<file path="src/rtl/bitop_pkg.sv">
package bitop_pkg;
  typedef enum logic [1:0] {ST_IDLE, ST_RD, ST_EX, ST_WR} fsm_e;

  localparam logic [3:0] OP_LD_C   = 4'd0;
  localparam logic [3:0] OP_ST_C   = 4'd1;
  localparam logic [3:0] OP_SET_B  = 4'd2;
  localparam logic [3:0] OP_CLR_B  = 4'd3;
  localparam logic [3:0] OP_CPL_B  = 4'd4;
  localparam logic [3:0] OP_AND_B  = 4'd5;
  localparam logic [3:0] OP_AND_NB = 4'd6;
  localparam logic [3:0] OP_OR_B   = 4'd7;
  localparam logic [3:0] OP_OR_NB  = 4'd8;
  localparam logic [3:0] OP_TCLR   = 4'd9;
  localparam logic [3:0] OP_SET_C  = 4'd10;
  localparam logic [3:0] OP_CLR_C  = 4'd11;
  localparam logic [3:0] OP_CPL_C  = 4'd12;

  function automatic logic op_uses_mem(input logic [3:0] op);
    return op <= OP_TCLR;
  endfunction

  function automatic logic op_writes_bit(input logic [3:0] op);
    return (op >= OP_ST_C && op <= OP_CPL_B) || op == OP_TCLR;
  endfunction
endpackage

</file>
<file path="src/rtl/bitop_addr_dec.sv">
module bitop_addr_dec #(
  parameter int          ADDR_W      = 8,
  parameter int          IDX_W       = 3,
  parameter logic [7:0]  RAM_BASE    = 8'h20,
  parameter logic [7:0]  STATUS_ADDR = 8'hD0
) (
  input  logic [ADDR_W-1:0] baddr_i,
  output logic [ADDR_W-1:0] byte_addr_o,
  output logic [IDX_W-1:0]  bit_idx_o,
  output logic              status_hit_o
);
  localparam int WIN_W = ADDR_W - 1 - IDX_W;

  logic [WIN_W-1:0] win_off;
  assign win_off = baddr_i[ADDR_W-2:IDX_W];

  always_comb begin
    if (baddr_i[ADDR_W-1])
      byte_addr_o = {baddr_i[ADDR_W-1:IDX_W], {IDX_W{1'b0}}};
    else
      byte_addr_o = ADDR_W'(RAM_BASE) + ADDR_W'(win_off);
  end

  assign bit_idx_o    = baddr_i[IDX_W-1:0];
  assign status_hit_o = (byte_addr_o == ADDR_W'(STATUS_ADDR));
endmodule

</file>
<file path="src/rtl/bitop_alu.sv">
module bitop_alu
  import bitop_pkg::*;
#(
  parameter int DATA_W = 8,
  parameter int IDX_W  = 3
) (
  input  logic [3:0]        op_i,
  input  logic [DATA_W-1:0] byte_i,
  input  logic [IDX_W-1:0]  idx_i,
  input  logic              carry_i,
  output logic [DATA_W-1:0] byte_o,
  output logic              carry_o,
  output logic              taken_o
);
  logic cur_bit, new_bit;
  assign cur_bit = byte_i[idx_i];

  always_comb begin
    carry_o = carry_i;
    new_bit = cur_bit;
    taken_o = 1'b0;
    case (op_i)
      OP_LD_C:   carry_o = cur_bit;
      OP_AND_B:  carry_o = carry_i & cur_bit;
      OP_AND_NB: carry_o = carry_i & ~cur_bit;
      OP_OR_B:   carry_o = carry_i | cur_bit;
      OP_OR_NB:  carry_o = carry_i | ~cur_bit;
      OP_ST_C:   new_bit = carry_i;
      OP_SET_B:  new_bit = 1'b1;
      OP_CLR_B:  new_bit = 1'b0;
      OP_CPL_B:  new_bit = ~cur_bit;
      OP_TCLR: begin
        new_bit = 1'b0;
        taken_o = cur_bit;
      end
      OP_SET_C:  carry_o = 1'b1;
      OP_CLR_C:  carry_o = 1'b0;
      OP_CPL_C:  carry_o = ~carry_i;
      default:   ;
    endcase
  end

  // per-bit merge: only the selected lane takes the new value
  for (genvar g = 0; g < DATA_W; g++) begin : g_lane
    assign byte_o[g] = (idx_i == IDX_W'(g)) ? new_bit : byte_i[g];
  end
endmodule

</file>
<file path="src/rtl/bitop_unit.sv">
module bitop_unit
  import bitop_pkg::*;
#(
  parameter int         DATA_W      = 8,
  parameter int         ADDR_W      = 8,
  parameter int         CARRY_POS   = 7,
  parameter logic [7:0] RAM_BASE    = 8'h20,
  parameter logic [7:0] STATUS_ADDR = 8'hD0
) (
  input  logic              clk_i,
  input  logic              rst_ni,
  input  logic              start_i,
  input  logic [3:0]        op_i,
  input  logic [ADDR_W-1:0] baddr_i,
  output logic [ADDR_W-1:0] mem_addr_o,
  output logic              mem_rd_o,
  input  logic [DATA_W-1:0] mem_rdata_i,
  output logic              mem_wr_o,
  output logic [DATA_W-1:0] mem_wdata_o,
  output logic              busy_o,
  output logic              done_o,
  output logic              taken_o,
  output logic              carry_o,
  output logic [DATA_W-1:0] psw_o
);
  localparam int IDX_W = $clog2(DATA_W);

  fsm_e              state_q;
  logic [3:0]        op_q;
  logic [ADDR_W-1:0] byte_q;
  logic [IDX_W-1:0]  idx_q;
  logic              st_hit_q;
  logic [DATA_W-1:0] rd_q, wdata_q, psw_q;
  logic              done_q, taken_q, tk_q;

  logic [ADDR_W-1:0] dec_byte;
  logic [IDX_W-1:0]  dec_idx;
  logic              dec_st;

  bitop_addr_dec #(
    .ADDR_W(ADDR_W), .IDX_W(IDX_W), .RAM_BASE(RAM_BASE), .STATUS_ADDR(STATUS_ADDR)
  ) u_dec (
    .baddr_i(baddr_i), .byte_addr_o(dec_byte), .bit_idx_o(dec_idx), .status_hit_o(dec_st)
  );

  logic [3:0]        alu_op;
  logic [DATA_W-1:0] src_byte, alu_byte;
  logic              alu_carry, alu_taken;

  assign alu_op   = (state_q == ST_IDLE) ? op_i : op_q;
  assign src_byte = st_hit_q ? psw_q : mem_rdata_i;

  bitop_alu #(.DATA_W(DATA_W), .IDX_W(IDX_W)) u_alu (
    .op_i(alu_op), .byte_i(src_byte), .idx_i(idx_q), .carry_i(psw_q[CARRY_POS]),
    .byte_o(alu_byte), .carry_o(alu_carry), .taken_o(alu_taken)
  );

  always_ff @(posedge clk_i or negedge rst_ni) begin
    if (!rst_ni) begin
      state_q  <= ST_IDLE;
      op_q     <= '0;
      byte_q   <= '0;
      idx_q    <= '0;
      st_hit_q <= 1'b0;
      rd_q     <= '0;
      wdata_q  <= '0;
      psw_q    <= '0;
      done_q   <= 1'b0;
      taken_q  <= 1'b0;
      tk_q     <= 1'b0;
    end else begin
      done_q  <= 1'b0;
      taken_q <= 1'b0;
      case (state_q)
        ST_IDLE: if (start_i) begin
          if (op_uses_mem(op_i)) begin
            op_q     <= op_i;
            byte_q   <= dec_byte;
            idx_q    <= dec_idx;
            st_hit_q <= dec_st;
            state_q  <= ST_RD;
          end else begin
            // carry-only or undefined code: finish at once
            psw_q[CARRY_POS] <= alu_carry;
            done_q           <= 1'b1;
          end
        end
        ST_RD: state_q <= ST_EX;
        ST_EX: begin
          rd_q <= src_byte;
          if (op_writes_bit(op_q)) begin
            wdata_q <= alu_byte;
            tk_q    <= alu_taken;
            state_q <= ST_WR;
          end else begin
            psw_q[CARRY_POS] <= alu_carry;
            done_q           <= 1'b1;
            state_q          <= ST_IDLE;
          end
        end
        ST_WR: begin
          if (st_hit_q) psw_q <= wdata_q;
          done_q  <= 1'b1;
          taken_q <= tk_q;
          state_q <= ST_IDLE;
        end
        default: state_q <= ST_IDLE;
      endcase
    end
  end

  assign mem_addr_o  = byte_q;
  assign mem_rd_o    = (state_q == ST_RD) && !st_hit_q;
  assign mem_wr_o    = (state_q == ST_WR) && !st_hit_q;
  assign mem_wdata_o = wdata_q;
  assign busy_o      = (state_q != ST_IDLE);
  assign done_o      = done_q;
  assign taken_o     = taken_q;
  assign carry_o     = psw_q[CARRY_POS];
  assign psw_o       = psw_q;

  p_rd_wr_excl_r7: assert property (@(posedge clk_i) disable iff (!rst_ni)
    !(mem_rd_o && mem_wr_o));

  p_wr_follows_rd_r7: assert property (@(posedge clk_i) disable iff (!rst_ni)
    mem_wr_o |-> $past(mem_rd_o, 2) && (mem_addr_o == $past(mem_addr_o, 2)));

  p_one_bit_changed_r4: assert property (@(posedge clk_i) disable iff (!rst_ni)
    mem_wr_o |-> ($countones(mem_wdata_o ^ rd_q) <= 1));

  p_carry_moves_at_done_r3: assert property (@(posedge clk_i) disable iff (!rst_ni)
    !done_o |-> $stable(carry_o));

  p_taken_with_done_r5: assert property (@(posedge clk_i) disable iff (!rst_ni)
    taken_o |-> done_o);

  p_done_when_idle_r7: assert property (@(posedge clk_i) disable iff (!rst_ni)
    done_o |-> !busy_o);

  p_busy_min_len_r7: assert property (@(posedge clk_i) disable iff (!rst_ni)
    $rose(busy_o) |=> busy_o);
endmodule

</file>
<file path="config.mk">
export PLATFORM = sky130hd
export DESIGN_NAME = bitop_unit
export DESIGN_NICKNAME = d
export VERILOG_FILES = /design/src/rtl/bitop_pkg.sv /design/src/rtl/bitop_addr_dec.sv /design/src/rtl/bitop_alu.sv /design/src/rtl/bitop_unit.sv
export SDC_FILE = /design/constraint.sdc
export NUM_CORES = 1
export LEC_CHECK = 0
export ABC_AREA = 1
export BUFFER_PORTS_ARGS = -buffer_cell sky130_fd_sc_hd__buf_2
export CORE_MARGIN = 5
export CORE_UTILIZATION = 55
export DETAILED_ROUTE_END_ITERATION = 8
export PLACE_DENSITY = 0.87
export SETUP_SLACK_MARGIN = 0.1
export SYNTH_ARGS = -nofsm -noshare
export SYNTH_HDL_FRONTEND = slang
export SYNTH_SLANG_ARGS = --single-unit
</file>
<file path="constraint.sdc">
create_clock -name clk_i -period 5 [get_ports clk_i]
set_clock_uncertainty 0.1 [all_clocks]
set_input_delay 0.25 -clock clk_i [delete_from_list [all_inputs] [get_ports clk_i]]
set_output_delay 0.25 -clock clk_i [all_outputs]
set_load 0.01 [all_outputs]
</file>
==> results.rst <==
.. list-table::
   :header-rows: 1

   * - Metric
     - Value
   * - Outcome
     - finished, final reports clean
   * - RSZ-0062 raised after global routing
     - no
   * - Via count
     - 2210
   * - Post-synthesis to final-layout area growth
     - 16.4%
   * - Antenna violations before repair
     - 0
   * - Hold slack final
     - 0.0921 ns
   * - Number of instances on the worst hold path
     - 3
   * - Power density over cell area
     - 653 nW/µm²
   * - Depth of the CTS H-tree
     - 2
   * - Detailed Routing Iterations Pass 1
     - 5
   * - Worst-case register-to-register setup slack
     - 2.66 ns
   * - Drt total wl
     - between 5 and 6 mm
   * - Leakage power of the design
     - 1.43 nW
   * - Compound-gate portion of the synthesized area
     - 0.142
   * - Combinational family with the most area after synthesis
     - simple AND/OR/NAND/NOR gates
   * - Worst Path Class, Setup
     - flip-flop to flip-flop
   * - Total standard cell area after synthesis
     - around 2200 µm²
   * - Yosys synthesis warning count
     - 0
   * - Top achievable clock speed
     - 428 MHz
   * - Worst slack after detailed placement
     - 2.71 ns
   * - Cts bufs inserted
     - 5
   * - Post-synth top area cell
     - sky130_fd_sc_hd__dfrtp_1
   * - Count leader, synth
     - sky130_fd_sc_hd__nand2_1
   * - Flip-flop and latch count after synthesis
     - 37
   * - Final count of negative-setup-slack endpoints
     - 0
   * - Total of cells resized after clock tree synthesis
     - 0
   * - Post-Layout Cell Count
     - 425
   * - Number of inserted diodes
     - 0
   * - Starting density of the core
     - 0.560
   * - Number of global-route vias before repair
     - 2017
   * - Core area
     - approximately 4000 µm²
   * - Number of clock sinks seen by CTS
     - 37
   * - Final antenna-violating net count
     - 0
   * - Placed Cells incl. Taps
     - 418
   * - Number of synthesized flops with an enable pin
     - 0
   * - Fraction of the yosys area taken by sequential cells
     - 0.416
   * - Placement Cell Area
     - 2510 µm²
   * - Detailed Place HPWL
     - 4.12 mm
   * - Setup Total Neg Slack
     - 0 ns
   * - Ys flop type
     - sky130_fd_sc_hd__dfrtp_1
   * - Synth top area cells
     - sky130_fd_sc_hd__dfrtp_1 42%, sky130_fd_sc_hd__nand2_1 16%, sky130_fd_sc_hd__inv_1 7.8%
   * - DRT iter0 DRCs
     - 254
   * - Count of unresolved DRC violations after routing
     - 0
   * - Crit-path max FO
     - 13
   * - Number of distinct standard cells referenced by the synthesized netlist
     - 25
   * - GR Overflow Total
     - 0
   * - # nets final
     - 399
   * - Arithmetic-cell share of the synthesized area counting full adders, half adders and majority gates
     - 0
   * - Worst Hold Launch
     - baddr_i[2]
   * - Area of the multi-input gates
     - 1070 µm²
   * - Number of core rows
     - 23
   * - GRT Total Usage
     - 0.213
   * - Ports placed on the boundary
     - 53
   * - Maximum Capacitance Violations
     - 0
   * - Standard cell with the maximum stage delay on the critical path
     - sky130_fd_sc_hd__dfrtp_1
   * - Average cell area after synthesis
     - 6.89 µm²
   * - Startpoint of the most critical register-to-register path
     - st_hit_q
   * - Full die area
     - 5420 µm²
   * - Area of all placed cells without fillers
     - 2590 µm²
   * - Sort of element at the end of the critical path
     - flip-flop
   * - Post-Synthesis Cells
     - 323
   * - Startpoint kind of the worst setup timing path
     - flip-flop
   * - Data arrival, critical path
     - 2.37 ns
   * - Library cell appearing most often on the critical path
     - sky130_fd_sc_hd__nand2_1
   * - First-pass GRT wire length
     - roughly 9.0 mm
   * - Worst hold-check path type
     - primary input to flip-flop
   * - Clock tree from TritonCTS
     - built
   * - Clock root buffer
     - sky130_fd_sc_hd__clkbuf_8
   * - Detail-routed net length per standard cell
     - between 10 and 15 µm
   * - List of cells traversed by the critical path
     - inv_1 > nand2_1 > nand2_1 > nand2_1 > nand2_1 > nor2_1 > nand2_1 > nand2_1 > nor2_1 > o21ai_1 > nand2_2 > nand2_1 > a22oi_1
   * - Mux cell area share after synthesis
     - 0
   * - Y dimension of the die
     - 73.6 µm
   * - Pin count of the biggest net entering global routing
     - 38
   * - Post-Syn Nets
     - 346
   * - Slowest cell delay on critical path
     - 0.59 ns
   * - Hold-fix buffer count after cts
     - 1
   * - # Post-CTS Setup Buffers
     - 0
   * - I/O Buffers
     - 52
   * - Worst Setup SP
     - st_hit_q
   * - Clk slew on worst S/H paths
     - 0.07 ns
   * - Critical Path RT
     - 5.03 ns
   * - Clock insertion delay at the later pin of the skew report
     - around 0.28 ns
   * - Final-layout fill cell count
     - 354
   * - Most common library cells after synthesis
     - 96 x sky130_fd_sc_hd__nand2_1, 46 x sky130_fd_sc_hd__inv_1, 45 x sky130_fd_sc_hd__nor2_1, 37 x sky130_fd_sc_hd__dfrtp_1, 22 x sky130_fd_sc_hd__o21ai_0
   * - Sequential Area
     - 926 µm²
   * - Routability congestion estimate from global placement
     - 0.861
   * - Share of the synthesized area in the top cell type
     - 0.416
   * - Worst Reg2Reg Path Length in Cells
     - 13
   * - Number of buffers between clock root and the deepest sink
     - 2
   * - Worst-margin pin slew
     - 0.796 ns
   * - Count of endpoints failing hold in the final timing report
     - 0
   * - Width of the die
     - 73.6 µm
   * - Post-DR vias/cell
     - approximately 5.2
   * - XOR/XNOR Fraction of Synth Area
     - 0
   * - Worst-case vdd ir drop
     - 373 µV
   * - Slew headroom
     - 0.469
   * - Pins Over Slew Limit
     - 0
   * - Share of final-layout standard cells stronger than drive strength 1
     - 0.213
   * - Minimum period implied by the final worst setup slack
     - 2.34 ns
   * - Period utilisation layout
     - 0.468
   * - Final worst-path setup slack
     - 2.66 ns
   * - Simple-gate share of the synthesized area
     - 0.339
   * - Async set-or-reset flop fraction in the synthesized netlist
     - 1.00
[metrics by stage]
| step | util | total power [mW] |
|---|---|---|
| finish | 0.652 | 1.69 |
| global route | 0.652 | 1.84 |
| CTS | 0.652 | 1.69 |
| detailed placement | 0.631 | 1.50 |
| global placement | 0.631 | 1.46 |
| floorplan | - | 1.23 |
[layout make-up]
cell class	count	area share
timing repair buffer	54	0.107
clock buffer	5	0.0266
clock inverter	1	0.00193
tap	50	0.0242
sequential	37	0.357
inverter	48	0.0696
multi-input combinational	230	0.413
[worst paths after layout]
path	to
worst min-delay path	idx_q[2]
worst max register to register	mem_wdata_o[7]
worst max-delay path	mem_wdata_o[7]
worst min register to register	mem_addr_o[2]
max in group asynchronous	idx_q[1]
min in group asynchronous	psw_o[2]
[per-layer routing]
metal,wire length [µm],vias to the layer above,GRT usage
li1,-,1114,-
met1,2380,997,0.275
met2,2570,95,0.363
met3,381,4,0.0506
met4,23,0,0.0443
met5,0,-,0
[power by group]
part	switching (mW)	leakage, nW	internal (mW)
combinational	0.632	0.936	0.335
sequential	0.0992	0.455	0.434
clock	0.0988	0.0399	0.0917
total	0.830	1.43	0.861
[flip-flops by register name (all words and copies together) (netlist names)]
register and flops:
op_q 4, taken_o 1, tk_q 1, mem_wdata_o 8
psw_o 8, st_hit_q 1, state_q 2, done_o 1
mem_addr_o 8, idx_q 3
[cells in the final DEF (no fill, tap or decap)]
cell                             n
sky130_fd_sc_hd__a31oi_1         5
sky130_fd_sc_hd__buf_4           1
sky130_fd_sc_hd__nor2_2          1
sky130_fd_sc_hd__nor2_1         45
sky130_fd_sc_hd__nand3_1        12
sky130_fd_sc_hd__nor3_1          3
sky130_fd_sc_hd__o21ai_0        22
sky130_fd_sc_hd__o21ai_1         2
sky130_fd_sc_hd__clkbuf_8        5
sky130_fd_sc_hd__buf_2          52
sky130_fd_sc_hd__a22oi_1         9
sky130_fd_sc_hd__inv_1          46
sky130_fd_sc_hd__a21oi_1        13
sky130_fd_sc_hd__clkinv_1        1
sky130_fd_sc_hd__o21ai_2         2
sky130_fd_sc_hd__nand2_2        11
sky130_fd_sc_hd__inv_2           1
sky130_fd_sc_hd__nand3b_1        1
sky130_fd_sc_hd__nor2_4          3
sky130_fd_sc_hd__o22ai_1         1
sky130_fd_sc_hd__nand2_4         3
sky130_fd_sc_hd__clkinv_2        1
sky130_fd_sc_hd__dfrtp_1        37
sky130_fd_sc_hd__dlygate4sd3_1   1
sky130_fd_sc_hd__o31ai_1         1
sky130_fd_sc_hd__nand2_1        96
[worst max-delay path: cells and delay by family, from the launching register on]
kind / cells / cell delay [ns]
buffers and inverters: 1 / 0.28
AOI/OAI and AO/OA: 2 / 0.17
and+or+nand+nor: 10 / 1.05
DFF: 1 / 0.59
[cell families (layout without fill, tap and decap cells)]
group           Yosys count  count (layout)
simple gates            175             175
buf+inv                  56             108
compound gates           55              55
flops                    37              37
Note: power is estimated with default switching activity, not from simulation.
